`src/rtl/dcr_pkg.sv`:
```
package dcr_pkg;
  localparam int REG_BYTES = 8;
  localparam logic [2:0] CMD_OFF  = 3'd0;
  localparam logic [2:0] STS_OFF  = 3'd2;
  localparam int         PTR_BASE = 4;
  // command bit positions
  localparam int CMD_RUN = 0;
  localparam int CMD_DIR = 3;
  // status bit positions
  localparam int STS_ACT = 0;
  localparam int STS_ERR = 1;
  localparam int STS_INT = 2;
endpackage

```
`src/rtl/dcr_decode.sv`:
```
module dcr_decode #(
  parameter int ADDR_W = 16,
  parameter int LANES  = 4,
  parameter int NUM_CH = 2,
  localparam int CH_W  = $clog2(NUM_CH),
  localparam int OFF_W = CH_W + 3,
  localparam int WIN   = 8 << CH_W
) (
  input  logic                      io_wr,
  input  logic [ADDR_W-1:0]         io_addr,
  input  logic [LANES-1:0]          io_be,
  input  logic [LANES*8-1:0]        io_wdata,
  input  logic [ADDR_W-1:0]         cfg_base,
  input  logic                      cfg_io_en,
  output logic [LANES-1:0]          lane_hit,
  output logic [LANES*OFF_W-1:0]    lane_off,
  output logic [NUM_CH*8-1:0]       reg_we,
  output logic [NUM_CH*64-1:0]      reg_wdat
);
  logic [ADDR_W-1:0] base_al;
  logic              base_ok;

  assign base_al = {cfg_base[ADDR_W-1:OFF_W], {OFF_W{1'b0}}};
  assign base_ok = (base_al != '0) && cfg_io_en;

  always_comb begin
    lane_hit = '0;
    lane_off = '0;
    for (int l = 0; l < LANES; l++) begin
      logic [ADDR_W-1:0] la;
      logic [ADDR_W:0]   diff;
      la   = io_addr + ADDR_W'(l);
      diff = {1'b0, la} - {1'b0, base_al};
      lane_hit[l] = base_ok && (diff < (ADDR_W+1)'(WIN));
      lane_off[l*OFF_W +: OFF_W] = diff[OFF_W-1:0];
    end
  end

  always_comb begin
    reg_we   = '0;
    reg_wdat = '0;
    for (int c = 0; c < NUM_CH; c++) begin
      for (int r = 0; r < 8; r++) begin
        for (int l = 0; l < LANES; l++) begin
          if (io_wr && io_be[l] && lane_hit[l] &&
              lane_off[l*OFF_W +: OFF_W] == OFF_W'(c*8 + r)) begin
            reg_we[c*8 + r]          = 1'b1;
            reg_wdat[c*64 + r*8 +: 8] = io_wdata[l*8 +: 8];
          end
        end
      end
    end
  end
endmodule

```
`src/rtl/dcr_channel.sv`:
```
module dcr_channel
  import dcr_pkg::*;
(
  input  logic        clk,
  input  logic        rst,
  input  logic [7:0]  we,
  input  logic [63:0] wdat,
  input  logic        done,
  input  logic        irq_in,
  output logic        run,
  output logic        dir,
  output logic        start_p,
  output logic        load_p,
  output logic [31:0] ptr,
  output logic [63:0] rbytes
);
  logic [7:0] cmd, sts;
  logic       irq_prev;
  logic [7:0] cmd_wd, sts_wd;
  logic [7:0] cmd_n, sts_n;
  logic [31:0] ptr_n;

  assign cmd_wd = wdat[CMD_OFF*8 +: 8];
  assign sts_wd = wdat[STS_OFF*8 +: 8];

  always_comb begin
    cmd_n = cmd;
    if (we[CMD_OFF]) begin
      cmd_n = '0;
      cmd_n[CMD_RUN] = cmd_wd[CMD_RUN];
      cmd_n[CMD_DIR] = cmd_wd[CMD_DIR];
    end
  end

  always_comb begin
    sts_n = sts;
    if (we[STS_OFF]) begin
      sts_n[6:5] = sts_wd[6:5];
      if (sts_wd[STS_INT]) sts_n[STS_INT] = 1'b0;
      if (sts_wd[STS_ERR]) sts_n[STS_ERR] = 1'b0;
    end
    if (we[CMD_OFF]) sts_n[STS_ACT] = cmd_wd[CMD_RUN];
    if (irq_in && !irq_prev) sts_n[STS_INT] = 1'b1;
    if (done) sts_n[STS_ACT] = 1'b0;
  end

  always_comb begin
    ptr_n = ptr;
    for (int b = 0; b < 4; b++)
      if (we[PTR_BASE + b]) ptr_n[b*8 +: 8] = wdat[(PTR_BASE + b)*8 +: 8];
    ptr_n[1:0] = 2'b00;
  end

  always_ff @(posedge clk) begin
    if (rst) begin
      cmd      <= '0;
      sts      <= '0;
      ptr      <= '0;
      irq_prev <= 1'b0;
      start_p  <= 1'b0;
      load_p   <= 1'b0;
    end else begin
      cmd      <= cmd_n;
      sts      <= sts_n;
      ptr      <= ptr_n;
      irq_prev <= irq_in;
      start_p  <= we[CMD_OFF] && cmd_wd[CMD_RUN] && !cmd[CMD_RUN];
      load_p   <= |we[PTR_BASE +: 4];
    end
  end

  assign run = cmd[CMD_RUN];
  assign dir = cmd[CMD_DIR];

  always_comb begin
    rbytes = '0;
    rbytes[CMD_OFF*8 +: 8]  = cmd;
    rbytes[STS_OFF*8 +: 8]  = sts;
    rbytes[PTR_BASE*8 +: 32] = ptr;
  end


  start_edge_chk: assert property (@(posedge clk) disable iff (rst)
    start_p |-> (run && !$past(run)));

  start_single_chk: assert property (@(posedge clk) disable iff (rst)
    start_p |=> !start_p);

  done_clear_chk: assert property (@(posedge clk) disable iff (rst)
    done |=> !rbytes[STS_OFF*8 + STS_ACT]);

  irq_latch_chk: assert property (@(posedge clk) disable iff (rst)
    (irq_in && !$past(irq_in)) |=> rbytes[STS_OFF*8 + STS_INT]);

  cmd_zero_chk: assert property (@(posedge clk) disable iff (rst)
    rbytes[7:4] == 4'd0 && rbytes[2:1] == 2'd0);

  ptr_align_chk: assert property (@(posedge clk) disable iff (rst)
    ptr[1:0] == 2'b00);

  sts_zero_chk: assert property (@(posedge clk) disable iff (rst)
    sts[7] == 1'b0 && sts[4:3] == 2'b00);
endmodule

```
`src/rtl/dma_chan_regs.sv`:
```
module dma_chan_regs #(
  parameter int ADDR_W = 16,
  parameter int LANES  = 4,
  parameter int NUM_CH = 2,
  localparam int CH_W  = $clog2(NUM_CH),
  localparam int OFF_W = CH_W + 3
) (
  input  logic                 clk,
  input  logic                 rst,
  input  logic                 io_wr,
  input  logic                 io_rd,
  input  logic [ADDR_W-1:0]    io_addr,
  input  logic [LANES-1:0]     io_be,
  input  logic [LANES*8-1:0]   io_wdata,
  output logic [LANES*8-1:0]   io_rdata,
  output logic                 io_ack,
  input  logic [ADDR_W-1:0]    cfg_base,
  input  logic                 cfg_io_en,
  input  logic [NUM_CH-1:0]    eng_done,
  input  logic [NUM_CH-1:0]    drv_irq,
  output logic [NUM_CH-1:0]    eng_run,
  output logic [NUM_CH-1:0]    eng_dir,
  output logic [NUM_CH-1:0]    eng_start,
  output logic [NUM_CH-1:0]    eng_ptr_load,
  output logic [NUM_CH*32-1:0] eng_ptr,
  output logic [NUM_CH-1:0]    irq_out
);
  logic [LANES-1:0]       lane_hit;
  logic [LANES*OFF_W-1:0] lane_off;
  logic [NUM_CH*8-1:0]    reg_we;
  logic [NUM_CH*64-1:0]   reg_wdat;
  logic [63:0]            rb_all [NUM_CH];
  logic [LANES*8-1:0]     rdata_n;

  dcr_decode #(.ADDR_W(ADDR_W), .LANES(LANES), .NUM_CH(NUM_CH)) u_dec (
    .io_wr     (io_wr),
    .io_addr   (io_addr),
    .io_be     (io_be),
    .io_wdata  (io_wdata),
    .cfg_base  (cfg_base),
    .cfg_io_en (cfg_io_en),
    .lane_hit  (lane_hit),
    .lane_off  (lane_off),
    .reg_we    (reg_we),
    .reg_wdat  (reg_wdat)
  );

  for (genvar c = 0; c < NUM_CH; c++) begin : g_ch
    dcr_channel u_ch (
      .clk     (clk),
      .rst     (rst),
      .we      (reg_we[c*8 +: 8]),
      .wdat    (reg_wdat[c*64 +: 64]),
      .done    (eng_done[c]),
      .irq_in  (drv_irq[c]),
      .run     (eng_run[c]),
      .dir     (eng_dir[c]),
      .start_p (eng_start[c]),
      .load_p  (eng_ptr_load[c]),
      .ptr     (eng_ptr[c*32 +: 32]),
      .rbytes  (rb_all[c])
    );
  end

  assign irq_out = drv_irq;

  always_comb begin
    rdata_n = '0;
    for (int l = 0; l < LANES; l++) begin
      logic [OFF_W-1:0] off;
      off = lane_off[l*OFF_W +: OFF_W];
      if (io_rd && io_be[l] && lane_hit[l] && int'(off[OFF_W-1:3]) < NUM_CH)
        rdata_n[l*8 +: 8] = rb_all[off[OFF_W-1:3]][off[2:0]*8 +: 8];
    end
  end

  always_ff @(posedge clk) begin
    if (rst) begin
      io_rdata <= '0;
      io_ack   <= 1'b0;
    end else begin
      io_rdata <= rdata_n;
      io_ack   <= (io_wr || io_rd) && |(io_be & lane_hit);
    end
  end


  no_claim_chk: assert property (@(posedge clk) disable iff (rst)
    !cfg_io_en |=> !io_ack);

  idle_read_chk: assert property (@(posedge clk) disable iff (rst)
    !io_rd |=> io_rdata == '0);
endmodule

```
`config.mk`:
```
export PLATFORM = sky130hd
export DESIGN_NAME = dma_chan_regs
export DESIGN_NICKNAME = d
export VERILOG_FILES = /design/src/rtl/dcr_pkg.sv /design/src/rtl/dcr_decode.sv /design/src/rtl/dcr_channel.sv /design/src/rtl/dma_chan_regs.sv
export SDC_FILE = /design/constraint.sdc
export NUM_CORES = 1
export LEC_CHECK = 0
export ABC_CLOCK_PERIOD_IN_PS = 8700
export BUFFER_PORTS_ARGS = -buffer_cell sky130_fd_sc_hd__clkbuf_2
export CORE_MARGIN = 2
export CORE_UTILIZATION = 40
export DETAILED_ROUTE_END_ITERATION = 8
export GPL_TIMING_DRIVEN = 0
export PLACE_DENSITY_LB_ADDON = 0.1
export SLEW_MARGIN = 15
export SYNTH_ARGS = -nofsm -noshare
export SYNTH_HDL_FRONTEND = slang
export SYNTH_SLANG_ARGS = --single-unit
```
`constraint.sdc`:
```
create_clock -name clk -period 8.7 [get_ports clk]
set_input_delay 1.305 -clock clk [delete_from_list [all_inputs] [get_ports clk]]
set_output_delay 1.305 -clock clk [all_outputs]
set_load 0.005 [all_outputs]
```
# After elaboration in Yosys (flattened, before gate mapping)
# Cells that the tools add are included.
# Widths: inputs -> output; s select.
# word_totals
ff_bits	115
latchBits	0
ramBits	0
romBits	0
input_bits	77
out_inout_bits	107
mem_count	0
# classes
addsub	7
n_mul	0
n_div	0
magnitude_cmp	8
eq_ne	44
shifts	4
mux	114
bitwise	9
reduce_logical	101
# ops
op	count
$mux 64	12
$mux 8	32
$shiftx 64x7->8	4
$eq 4x4->1 const B	24
$logic_and 1x1->1	76
$lt 17x5->1 const B	4
$sub 16x16->17	4
$eq 4x3->1 const B	16
$mux 7	8
$mux 1	52
$add 16x2->16 const B	2
$mux 4	8
$add 16x1->16 const B	1
$eq 4x2->1 const B	4
$logic_not 4->1	4
$reduce_bool 16->1	1
$reduce_or 2->1	6
$reduce_or 4->1	3
$ge 2x2->1 const B	4
$not 1->2	4
$reduce_bool 2->1	4
$and 4x4->4	1
$logic_not 1->1	4
$mux 2	2
3 further kinds	7

# Depth between registers and ports, before layout
# logic_depth
word_depth	12
depth_mapped	22

# Hierarchy
# Synthesis repeated with hierarchy kept, for this count alone.
# hier_totals
hier_cells	2416
hier_area_um2	18675.4
# modules_own_cells
mod	instances	cells_each	area_per_inst_um2	seq_area_each_um2
dcr_decode	1	1622	9924.5	0.0
dma_chan_regs	1	418	5067.4	660.6
dcr_channel	2	188	1841.8	780.7

# Worst setup path before layout
# Ideal clock, no wire load.
# synth_timing
kind	input-to-reg
start	input io_addr[3]
end	register g_ch[0].u_ch.ptr[10]
arrival_time_ps	6525
required_time_ps	8583
setup_slack_ps	2058
path_stages	18
cell_sequence	clkbuf_1 clkbuf_1 buf_1 clkbuf_1 nand4_1 xnor2_1 inv_1 fa_1 nand3_1 or4_1 a311o_1 a21oi_1 nand4_1 or4_1 nor4_2 buf_2 nor4_1 a22o_1
# synth_between
elab_chain_len	9
elab_cells_between_ends	35
# synth_lines
item	line_no	text
start, declared	dma_chan_regs.sv:12	input logic [ADDR_W-1:0] io_addr,
$add 16x1->16 / $sub 16x16->17 (equally long branches)	dcr_decode.sv:32, dcr_decode.sv:33	
$sub 16x16->17 / $lt 17x5->1 (equally long branches)	dcr_decode.sv:33, dcr_decode.sv:34	
$lt 17x5->1 / $logic_and 1x1->1 (equally long branches)	dcr_decode.sv:34	lane_hit[l] = base_ok && (diff < (ADDR_W+1)'(WIN));
$logic_and 1x1->1, on equally long branches	dcr_decode.sv:34, dcr_decode.sv:45	
$logic_and 1x1->1	dcr_decode.sv:45	if (io_wr && io_be[l] && lane_hit[l] &&
$logic_and 1x1->1, or another cell as far along	dcr_decode.sv:45	
$mux 8 / $mux 1 (equally long branches) (3 in a row)	dcr_decode.sv:45	
end signal, assigned	dcr_channel.sv:65	ptr <= ptr_n;
end, declared	dcr_channel.sv:14	output logic [31:0] ptr,
# Several ways; a longest one is shown, not always the timed one.
# A chain may end at the register's enable or synchronous reset.

# Worst setup path in the final report
# layout_timing
start	input io_addr[3]
end	register g_ch[1].u_ch.ptr[13]
# layout_between
elab_chain_len	9
elab_cells_between_ends	35
# layout_lines
item	line_no
$add 16x1->16 / $sub 16x16->17 (equally long branches)	dcr_decode.sv:32, dcr_decode.sv:33
$sub 16x16->17 / $lt 17x5->1 (equally long branches)	dcr_decode.sv:33, dcr_decode.sv:34
$lt 17x5->1 / $logic_and 1x1->1 (equally long branches)	dcr_decode.sv:34
$logic_and 1x1->1, on equally long branches	dcr_decode.sv:34, dcr_decode.sv:45
$logic_and 1x1->1	dcr_decode.sv:45
$logic_and 1x1->1, or another cell as far along	dcr_decode.sv:45
$mux 8 / $mux 1 (equally long branches) (3 in a row)	dcr_decode.sv:45
end signal, assigned	dcr_channel.sv:65
end, declared	dcr_channel.sv:14
# Several ways; a longest one is shown, not always the timed one.

==> out/qor.yml <==
status:
  status: "finished clean"
cells_and_area:
  fill_cells: 3446
  seq_area_um2: 2220
  fin_cells: 2349
  area_delta_synth_final_pct: 13.9
  fin_area_um2: 15000
  layout-drive-gt1-share_pct: 19.0
  postLayoutCoreUtil_pct: 46.3
  nets: 2039
  multiInputGateArea_um2: 9820
sta:
  slew_headroom_pct: 11.2
  setup_viol: 0
  tns_ns: 0
  whs_ns: 0.557
  worst_pin_slew_ns: 1.33
  timing.fmax_mhz: 120
  drv_slew: 0
  hold_viol: 0
  fin_ws_ns: 0.338
  fin_crit_ns: 8.36
  rsz0062_at_grt: "false"
  min_period_over_period_pct: 96.1
  skew_ns: 0.0139
synth:
  seq_area_frac_synth_pct: 16.8
  synth_xor_area_share_pct: 3.85
  ys_warn_count: 0
  yosys.cell_count.top_type: "nand2_1"
  synth_top_area_share_pct: 16.8
  synth_top_area_cell: "dfxtp_1"
  synthFlopType: "dfxtp_1"
  synth_top_family_by_area: "compound AO/OA/AOI/OAI gates"
  yosys-top-cells-area: "dfxtp_1, mux4_2, ha_1"
  synth.distinct_cells: 93
  synth_edf_count: 0
  synth.avg_cell_area_um2: 7.64
  synthesis.area_um2: 13200
  synth.area.mux_share_pct: 11.8
  synth_commonest_cells: "nand2_1, nor2_1, a21oi_1"
  synth_adder_area_share_pct: 5.91
  synth_cells: 1729
  yosys.area_share.simple_pct: 25.9
  synth-compound-area-share_pct: 26.0
  synth_seq_cells: 111
  async_flop_share_pct: 0
power_and_ir_drop:
  peakVddDrop_v: 0.0000991
  total_power_mw: 1.56
  power_density_nw_per_um2: 104
  p_leak_nw: 5.79
routing:
  viasPerCell: 6.68
  wire_per_inst_um: 29.1
  firstDrtPassIters: 6
  via_count: 15700
  drtAntennaViolNets: 0
  first_iter_violations: 2276
  remaining_drc_errors: 0
  wl_um: 68300
grt:
  grt_pass1_wl_um: 98200
  grt-ovfl-total: 0
  antenna_found_initial: 0
  globalRouteTotalUtil_pct: 39.2
  grt_pass1_vias: 14500
  grt_max_degree: 18
die:
  fp.dieH_um: 186
  ios: 184
  rows: 66
  core_area_um2: 32500
  start_util_pct: 40.6
  die_w_um: 186
  design.die.area_um2: 34500
placement:
  port_buffers: 154
  postPlaceCellArea_um2: 14600
  place_ws_ns: -0.0538
  numPlacedInstances: 2333
  place_congestion: 1.07
  dpl.hpwl_um: 53900
clock_network:
  h-tree-depth: 3
  clock-sinks: 111
  cts_tree: "built"
  cts_buffers: 9
  clk-insertion-delay-late_ns: 0.38
  cts-root-buf: "clkbuf_16"
  cts_buffer_depth: 2
  postCtsSetupBuffers: 0
  cts.clk_slew.worst_paths_ns: 0.08
  postCtsHoldBufs: 0
setup_path:
  crit_fanout: 10
  critPathLaunchType: "input pin"
  required_ns: 8.94
  crit_type: "input pin to flip-flop"
  worst_path_dominant_cell_family: "simple AND/OR/NAND/NOR gates"
  end_kind: "flip-flop"
  worst-path-buf-inv: 5
  crit_path_cell_trace: "clkbuf_1 > clkdlybuf4s15_1 > clkbuf_2 > clkdlybuf4s15_1 > nand4_1 > xnor2_1 > inv_1 > fa_1 > nand3_1 > or4_1 > a311o_1 > a21oi_1 > nand4_1 > or4_1 > nor3_1 > nor3_1 > a222oi_1 > nor2_1"
  arrival_ns: 8.60
  critPathSlowestCell: "clkdlybuf4s15_1"
  critPathMaxStageDelay_ns: 0.78
worst_hold_path:
  hold_path.class: "flip-flop to flip-flop"
flow_run:
  cap_violations: 0
-- power breakdown --
group | total, mW | internal [mW] | leakage (nW) | switching (mW)
combinational | 0.536 | 0.159 | 4.72 | 0.376
sequential | 0.510 | 0.509 | 0.895 | 0.00174
clock | 0.518 | 0.299 | 0.174 | 0.220
-- registers in the layout, indices dropped and copies added (netlist names) --
register,flops
g_ch.u_ch.ptr,60
g_ch.u_ch.start_p,2
g_ch.u_ch.sts,8
g_ch.u_ch.irq_prev,2
io_rdata,32
g_ch.u_ch.cmd,4
io_ack,1
g_ch.u_ch.load_p,2
-- final timing paths --
check / cells after the start / start / slack [ns] / to
min: 2 / g_ch[0].u_ch.sts[0]$_SDFFE_PP0P_ / 0.56 / g_ch[0].u_ch.sts[0]$_SDFFE_PP0P_
max: 18 / io_addr[3] / 0.34 / g_ch[1].u_ch.ptr[13]$_SDFFE_PP0P_
max reg2reg: 5 / g_ch[0].u_ch.ptr[19]$_SDFFE_PP0P_ / 6.97 / io_rdata[3]$_SDFF_PP0_
min reg2reg: 2 / g_ch[0].u_ch.sts[0]$_SDFFE_PP0P_ / 0.56 / g_ch[0].u_ch.sts[0]$_SDFFE_PP0P_
-- cell usage in the layout (no fill, tap or decap), drive strengths merged, types with 15 or more instances in the layout --
| cell type | netlist | routed |
|---|---|---|
| or4 | 21 | 21 |
| nor4 | 50 | 50 |
| xor2 | 15 | 15 |
| mux2i | 40 | 40 |
| o221ai | 18 | 18 |
| nand4 | 33 | 33 |
| ha | 56 | 56 |
| and3 | 23 | 23 |
| nand2 | 162 | 162 |
| nor3 | 73 | 73 |
| a21oi | 124 | 124 |
| nor2 | 136 | 136 |
| nand3 | 55 | 55 |
| nand2b | 19 | 19 |
| inv | 54 | 55 |
| o21ai | 67 | 67 |
| a41oi | 15 | 15 |
| a21o | 27 | 27 |
| dfxtp | 111 | 111 |
| nor2b | 17 | 17 |
| mux4 | 46 | 46 |
| buf | 115 | 117 |
| xnor2 | 43 | 43 |
| o211ai | 21 | 21 |
| and2 | 19 | 19 |
| a211oi | 24 | 24 |
| clkbuf | 88 | 253 |
| o21a | 17 | 17 |
-- final cells by class --
class                   instances  area share (%)
diodes                          1          0.0166
clock buffers                  11            1.68
clock inverters                 4           0.673
well taps                     442            3.68
flip-flops and latches        111            14.8
repair buffers                159            5.32
inverters                      55            1.37
multi-input cells            1363            65.3
plain buffers                 203            7.24
-- routing by layer --
layer	track usage, %	part of all wire [%]
met5	0	0
met4	15.8	4.2
met3	11.5	13
met2	57.0	41
met1	54.0	41
-- logic make-up (layout without fill, tap and decap cells) --
| family | after synthesis | count (layout) |
|---|---|---|
| xor gates and xnor gates | 58 | 58 |
| AOI/OAI and AO/OA | 487 | 487 |
| and+or+nand+nor | 657 | 657 |
| adders and majority gates | 60 | 60 |
| DFF | 111 | 111 |
| buffers and inverters | 258 | 432 |
| muxes | 97 | 97 |
| other | 1 | 5 |
-- what timing repair did --
item / in CTS / in global routing
resized for setup: 0 / 14
endpoints found under the hold margin: 0 / 0
setup endpoints to repair: 0 / 26
-- tightest hold or removal path: stages (launching register included) --
cell and delay [ns]:
dfxtp_1 0.36, nand2_1 0.07, a311oi_1 0.09
No activity file was read; power rests on OpenSTA's default activity.
